===== src/rtl/loop_step_pkg.sv =====
package loop_step_pkg;
  typedef enum logic [2:0] {
    ST_IDLE   = 3'd0,
    ST_DEC    = 3'd1,
    ST_PTR    = 3'd2,
    ST_RD_CNT = 3'd3,
    ST_RD_END = 3'd4,
    ST_WR_CNT = 3'd5,
    ST_FIN    = 3'd6
  } step_state_t;
endpackage


===== src/rtl/loop_step_fsm.sv =====
module loop_step_fsm
  import loop_step_pkg::*;
(
  input  logic        clk,
  input  logic        rst_n,
  input  logic        start,
  input  logic        op_mem,
  input  logic        mem_ready,
  output step_state_t state
);
  step_state_t nxt;

  always_comb begin
    nxt = state;
    unique case (state)
      ST_IDLE:   if (start) nxt = op_mem ? ST_PTR : ST_DEC;
      ST_DEC:    nxt = ST_IDLE;
      ST_PTR:    nxt = ST_RD_CNT;
      ST_RD_CNT: if (mem_ready) nxt = ST_RD_END;
      ST_RD_END: if (mem_ready) nxt = ST_WR_CNT;
      ST_WR_CNT: if (mem_ready) nxt = ST_FIN;
      ST_FIN:    nxt = ST_IDLE;
      default:   nxt = ST_IDLE;
    endcase
  end

  always_ff @(posedge clk) begin
    if (!rst_n) state <= ST_IDLE;
    else        state <= nxt;
  end
endmodule


===== src/rtl/loop_step_dp.sv =====
module loop_step_dp #(
  parameter int DATA_W  = 32,
  parameter int ADDR_W  = 24,
  parameter int IDX_W   = 3,
  parameter int END_OFS = 4
) (
  input  logic              clk,
  input  logic              rst_n,
  input  logic              ev_accept,
  input  logic              in_dec,
  input  logic              in_ptr,
  input  logic              in_rd_cnt,
  input  logic              in_rd_end,
  input  logic              in_wr_cnt,
  input  logic              in_fin,
  input  logic              mem_ready,
  input  logic [IDX_W-1:0]  reg_sel,
  input  logic [ADDR_W-1:0] label,
  input  logic [DATA_W-1:0] rf_rdata,
  input  logic [DATA_W-1:0] mem_rdata,
  output logic [IDX_W-1:0]  rf_raddr,
  output logic              rf_we,
  output logic [IDX_W-1:0]  rf_waddr,
  output logic [DATA_W-1:0] rf_wdata,
  output logic              mem_req,
  output logic              mem_we,
  output logic [ADDR_W-1:0] mem_addr,
  output logic [DATA_W-1:0] mem_wdata,
  output logic              flag_z_we,
  output logic              flag_z,
  output logic              branch_req,
  output logic [ADDR_W-1:0] branch_target,
  output logic              dec_nonzero
);
  localparam logic [ADDR_W-1:0] OFS = ADDR_W'(END_OFS);

  function automatic logic [DATA_W-1:0] step_down(input logic [DATA_W-1:0] v);
    return v - DATA_W'(1);
  endfunction

  function automatic logic [DATA_W-1:0] step_up(input logic [DATA_W-1:0] v);
    return v + DATA_W'(1);
  endfunction

  function automatic logic [ADDR_W-1:0] end_addr(input logic [ADDR_W-1:0] p);
    return p + OFS;
  endfunction

  logic [IDX_W-1:0]  idx_q;
  logic [ADDR_W-1:0] label_q;
  logic [ADDR_W-1:0] ptr_q;
  logic [DATA_W-1:0] cnt_q;
  logic [DATA_W-1:0] end_q;
  logic [DATA_W-1:0] dec_val;

  always_ff @(posedge clk) begin
    if (!rst_n) begin
      idx_q   <= '0;
      label_q <= '0;
      ptr_q   <= '0;
      cnt_q   <= '0;
      end_q   <= '0;
    end else begin
      if (ev_accept) begin
        idx_q   <= reg_sel;
        label_q <= label;
      end
      if (in_ptr)                 ptr_q <= rf_rdata[ADDR_W-1:0];
      if (in_rd_cnt && mem_ready) cnt_q <= step_up(mem_rdata);
      if (in_rd_end && mem_ready) end_q <= mem_rdata;
    end
  end

  assign dec_val       = step_down(rf_rdata);
  assign dec_nonzero   = (dec_val != '0);

  assign rf_raddr      = idx_q;
  assign rf_waddr      = idx_q;
  assign rf_we         = in_dec;
  assign rf_wdata      = dec_val;

  assign branch_req    = in_dec && dec_nonzero;
  assign branch_target = label_q;

  assign mem_req       = in_rd_cnt | in_rd_end | in_wr_cnt;
  assign mem_we        = in_wr_cnt;
  assign mem_addr      = in_rd_end ? end_addr(ptr_q) : ptr_q;
  assign mem_wdata     = cnt_q;

  assign flag_z_we     = in_fin;
  assign flag_z        = in_fin && (cnt_q == end_q);
endmodule


===== src/rtl/loop_step_unit.sv =====
module loop_step_unit
  import loop_step_pkg::*;
#(
  parameter int DATA_W  = 32,
  parameter int ADDR_W  = 24,
  parameter int REG_CNT = 8,
  parameter int END_OFS = 4,
  localparam int IDX_W  = $clog2(REG_CNT)
) (
  input  logic              clk,
  input  logic              rst_n,
  input  logic              start,
  input  logic              op_mem,
  input  logic [IDX_W-1:0]  reg_sel,
  input  logic [ADDR_W-1:0] label,
  output logic              busy,
  output logic              done,
  output logic [IDX_W-1:0]  rf_raddr,
  input  logic [DATA_W-1:0] rf_rdata,
  output logic              rf_we,
  output logic [IDX_W-1:0]  rf_waddr,
  output logic [DATA_W-1:0] rf_wdata,
  output logic              mem_req,
  output logic              mem_we,
  output logic [ADDR_W-1:0] mem_addr,
  output logic [DATA_W-1:0] mem_wdata,
  input  logic [DATA_W-1:0] mem_rdata,
  input  logic              mem_ready,
  output logic              flag_z_we,
  output logic              flag_z,
  output logic              branch_req,
  output logic [ADDR_W-1:0] branch_target
);
  step_state_t state;

  logic ev_accept;
  logic in_dec, in_ptr, in_rd_cnt, in_rd_end, in_wr_cnt, in_fin;
  logic dec_nonzero;

  loop_step_fsm u_fsm (
    .clk       (clk),
    .rst_n     (rst_n),
    .start     (start),
    .op_mem    (op_mem),
    .mem_ready (mem_ready),
    .state     (state)
  );

  assign ev_accept = (state == ST_IDLE) && start;
  assign in_dec    = (state == ST_DEC);
  assign in_ptr    = (state == ST_PTR);
  assign in_rd_cnt = (state == ST_RD_CNT);
  assign in_rd_end = (state == ST_RD_END);
  assign in_wr_cnt = (state == ST_WR_CNT);
  assign in_fin    = (state == ST_FIN);

  assign busy = (state != ST_IDLE);
  assign done = in_dec | in_fin;

  loop_step_dp #(
    .DATA_W  (DATA_W),
    .ADDR_W  (ADDR_W),
    .IDX_W   (IDX_W),
    .END_OFS (END_OFS)
  ) u_dp (
    .clk           (clk),
    .rst_n         (rst_n),
    .ev_accept     (ev_accept),
    .in_dec        (in_dec),
    .in_ptr        (in_ptr),
    .in_rd_cnt     (in_rd_cnt),
    .in_rd_end     (in_rd_end),
    .in_wr_cnt     (in_wr_cnt),
    .in_fin        (in_fin),
    .mem_ready     (mem_ready),
    .reg_sel       (reg_sel),
    .label         (label),
    .rf_rdata      (rf_rdata),
    .mem_rdata     (mem_rdata),
    .rf_raddr      (rf_raddr),
    .rf_we         (rf_we),
    .rf_waddr      (rf_waddr),
    .rf_wdata      (rf_wdata),
    .mem_req       (mem_req),
    .mem_we        (mem_we),
    .mem_addr      (mem_addr),
    .mem_wdata     (mem_wdata),
    .flag_z_we     (flag_z_we),
    .flag_z        (flag_z),
    .branch_req    (branch_req),
    .branch_target (branch_target),
    .dec_nonzero   (dec_nonzero)
  );
endmodule


===== config.mk =====
export PLATFORM = sky130hd
export DESIGN_NAME = loop_step_unit
export DESIGN_NICKNAME = d
export VERILOG_FILES = /design/src/rtl/loop_step_pkg.sv /design/src/rtl/loop_step_fsm.sv /design/src/rtl/loop_step_dp.sv /design/src/rtl/loop_step_unit.sv
export SDC_FILE = /design/constraint.sdc
export NUM_CORES = 1
export LEC_CHECK = 0
export BUFFER_PORTS_ARGS = -buffer_cell sky130_fd_sc_hd__buf_4
export CELL_PAD_IN_SITES_DETAIL_PLACEMENT = 1
export CELL_PAD_IN_SITES_GLOBAL_PLACEMENT = 1
export CORE_ASPECT_RATIO = 0.6
export CORE_UTILIZATION = 38
export CTS_CLUSTER_DIAMETER = 60
export CTS_CLUSTER_SIZE = 40
export DETAILED_ROUTE_END_ITERATION = 12
export PLACE_DENSITY = 0.88
export SYNTH_ARGS = -nofsm -noshare
export SYNTH_HDL_FRONTEND = slang
export SYNTH_SLANG_ARGS = --single-unit

===== constraint.sdc =====
create_clock -name clk -period 8.4 [get_ports clk]
set_input_delay 1.68 -clock clk [delete_from_list [all_inputs] [get_ports clk]]
set_output_delay 1.68 -clock clk [all_outputs]
set_load 0.02 [all_outputs]

==> metrics.md <==
| Metric | Value |
|---|---|
| Met3 usage | 7.073% |
| Post-CTS Resized | 0 |
| Synthesized instance count | 838 |
| Initial antenna violation count | 0 |
| Cells on Worst Hold Path | 2 |
| Syn Area/Cell | 7.527 µm² |
| Ys Warns | 0 |
| Worst setup startpoint | rf_rdata[1] |
| Delay of the slowest critical-path stage | 490 ps |
| Worst Path Arrival | 4480 ps |
| Buffers on Ports | 221 |
| Core region area | 0.01622 mm² |
| Worst R2R End | u_dp.mem_wdata[2]$_SDFFE_PN0P_ |
| Vias in the first global route | 6335 |
| Register area share after synthesis | 37.45% |
| Die width | 168.3 µm |
| Non-Filler Instances | 1249 |
| Layout cells sized above 1 | 25.58% |
| R2R setup slack | 6210 ps |
| Fin worst setup slack | 2235 ps |
| # rows | 36 |
| CTS sink count | 118 |
| Post-place instance area | 0.008034 mm² |
| Post-DRT Antenna Nets | 0 |
| Die height | 101.8 µm |
| RSZ-0062 raised after global routing | false |
| Wirelength per Cell | 18.57 µm |
| Synth area leader | dfxtp_1 |
| Worst path slowest cell | nand4_1 |
| Diode count | 0 |
| Area contributors post-synth | dfxtp_1, nand2_1, a21oi_1, xnor2_1, xor2_1 |
| 1st-iter DRT viols | 400 |
| H-tree depth | 4 |
| Final instance area | 0.008597 mm² |
| Synth async-reset ratio | 0% |
| Met1 global-route usage | 39.47% |
| Setup violators final | 0 |
| Largest net degree at the start of global routing | 90 |
| Tmin final | 6165 ps |
| Startpoint Class | primary input |
| Hold Crit Class | flop to flop |
| R2R depth | 4 |
| CP required | 6720 ps |
| CTS buffer count | 17 |
| Drt drc | 0 |
| Final slew viol count | 0 |
| Yosys reg bits | 118 |
| PD cells | 189.7 mW/mm² |
| Max-cap viol count | 0 |
| EDFF count, synth | 0 |
| Routed wire length | 23190 µm |
| Synthesized cell area | 0.006307 mm² |
| Area grow syn2layout | 36.30% |
| I/O Pins | 222 |
| Die area | 0.01713 mm² |
| Dpl ws | 2346 ps |
| Cells along the critical path | buf_4, inv_1, ha_1, nor4b_1, nand4_1, nor4_1, xor2_1, nor4_1, a21oi_1, buf_4 |
| Fin crit share | 73.39% |
| Clk Tree Root Cell | clkbuf_16 |
| FILL cells | 2019 |
| Placer Congestion | 0.9567 |
| Synth top area share | 37.45% |
| Max VDD drop | 94.67 µV |
| Static Leakage | 3.511 nW |
| Hpwl dp | 17550 µm |
| Crit Path Class | primary input to output port |
| Grt total ovfl | 0 |
| WP buf/inv | 3 |
| TritonCTS clock tree | built |
| Hold Fails Final Rpt | 0 |
| Clk_lat worst skew | 410 ps |
| Outcome | completed |
| Vias per inst | 5.390 |
| Worst Path Max Fanout | 9 |
| Number of distinct library cells after synthesis | 50 |
| Origin of the critical flop-to-flop path | u_fsm.state[1]$_SDFFE_PN0P_ |
| Crit path max-delay family | simple AND/OR/NAND/NOR gates |
| Worst-Margin Slew | 1138 ps |
| Net count, final | 1129 |
| Routed via count | 6732 |
| GRT met2 Usage | 38.24% |
| Gr usage total | 26.75% |
| Initial DRT Pass Iterations | 5 |
| Hold Crit Start | u_dp.branch_target[12]$_SDFFE_PN0P_ |
| Max Clock Freq | 0.1622 GHz |
| Main synth FF type | dfxtp_1 |
| Crit end category | output port |
| Post-CTS Hold Fix Bufs | 0 |
| Worst-path clk slew | 50 ps |
| Post-CTS setup buffers | 0 |
| Slew HR | 24.12% |
| Synthesized Nets | 938 |
| Final Util | 53.02% |
| Cells after DPL | 1219 |
| Worst Hold End | u_dp.branch_target[12]$_SDFFE_PN0P_ |
| Max Clock Skew | 12.61 ps |
| Initial Utilization | 38.90% |
| Aggregate negative setup slack | 0 ps |
| Wire length of the first global-routing pass | 35140 µm |
| Most Used Layer, Global Route | met1 |
| Bufs on Longest Clock Path | 2 |
==> through the flow <==
stage	hold WS (ps)	power, W
finish	452.5	0.001631
CTS	455.4	0.001644
global route	478.3	0.001698
floorplan	436.3	0.0007839
global placement	443.4	0.0009278
detailed placement	447.4	0.0009350
==> worst register-to-register path: stages (launching register included) <==
cell,delay [ps]
dfxtp_1,500
and3b_1,240
and2_2,890
nor2_1,160
a211oi_1,290
==> placed cells by master, fill, tap and decap left out, drive strengths merged, types with 5 or more instances in the layout <==
cell type	n
xor2	46
xnor2	58
dfxtp	118
buf	224
nor3	17
and2	8
clkinv	7
nand2	207
nand4	21
o21ai	22
or4	5
inv	12
clkbuf	20
nand3	22
a211oi	15
nor4	14
or3	9
or2	7
and3	10
a21oi	102
nor2	50
==> Yosys cell counts (2+ instances only) <==
cell,n
nand2_1,207
buf_4,5
or4b_1,2
or2_1,3
nand2b_1,2
nor3b_1,3
or3_1,8
nor2_1,50
nand3_1,22
and2_1,8
and4_1,4
o41ai_1,2
dfxtp_1,118
or4_1,4
nand3b_1,3
inv_1,12
nand4_1,21
nor2b_1,3
o21ai_0,22
a2111oi_0,2
and3_1,10
a211oi_1,15
buf_2,3
nor4b_1,2
ha_1,4
nor3_1,16
xor2_1,46
nor4_1,12
clkbuf_1,44
or2_2,4
o31ai_1,4
a21oi_1,102
xnor2_1,58
==> layout make-up <==
class / count / area (µm²) / share of cell area [%]
Clock inverter: 10 / 106.4 / 1.237
Timing Repair Buffer: 224 / 1682 / 19.56
Multi-Input combinational cell: 656 / 3684 / 42.85
Inverter: 12 / 45.04 / 0.5239
Clock buffer: 20 / 456.7 / 5.312
Tap cell: 209 / 261.5 / 3.042
Sequential cell: 118 / 2362 / 27.48
==> worst max-delay path by stage <==
stage                     slack (ps)    endpoint  cells after the start
after floorplan                 2780  branch_req                      8
after global placement          2460  branch_req                     10
after detailed placement        2350  branch_req                     10
after CTS                       2340  branch_req                     10
after global routing            2080  branch_req                     10
final                           2240  branch_req                     10
==> where the power goes <==
group / switching, W / leakage [nW] / internal (W)
clock: 0.000260 / 0.281 / 0.000446
combinational: 0.000185 / 2.27 / 0.000125
sequential: 0.0000258 / 0.957 / 0.000589
total: 0.000472 / 3.51 / 0.00116
==> metal layers <==
layer  wire length, µm  vias up  part of all wire [%]
li1                  -     3216                     -
met1             11680     3247                    50
met2              9561      257                    41
met3              1803       12                   7.8
met4               146        0                  0.63
met5                 0        -                     0
==> cells by family (layout without fill, tap and decap cells) <==
logic type	after synthesis	in the layout	share of synthesized area [%]
DFF	118	118	37.45
AOI/OAI and AO/OA	152	152	13.29
and+or+nand+nor	394	394	29.52
muxes	2	2	0.3372
buffers and inverters	64	266	4.166
adders and majority gates	4	4	0.7935
xor gates and xnor gates	104	104	14.44
==> sequential cells by signal, indices dropped and copies added, names as in the netlist <==
register,flops
u_dp.mem_wdata,32
u_dp.ptr_q,24
u_fsm.state,3
u_dp.end_q,32
u_dp.branch_target,24
u_dp.rf_raddr,3
Note: power is estimated with default switching activity, not from simulation.
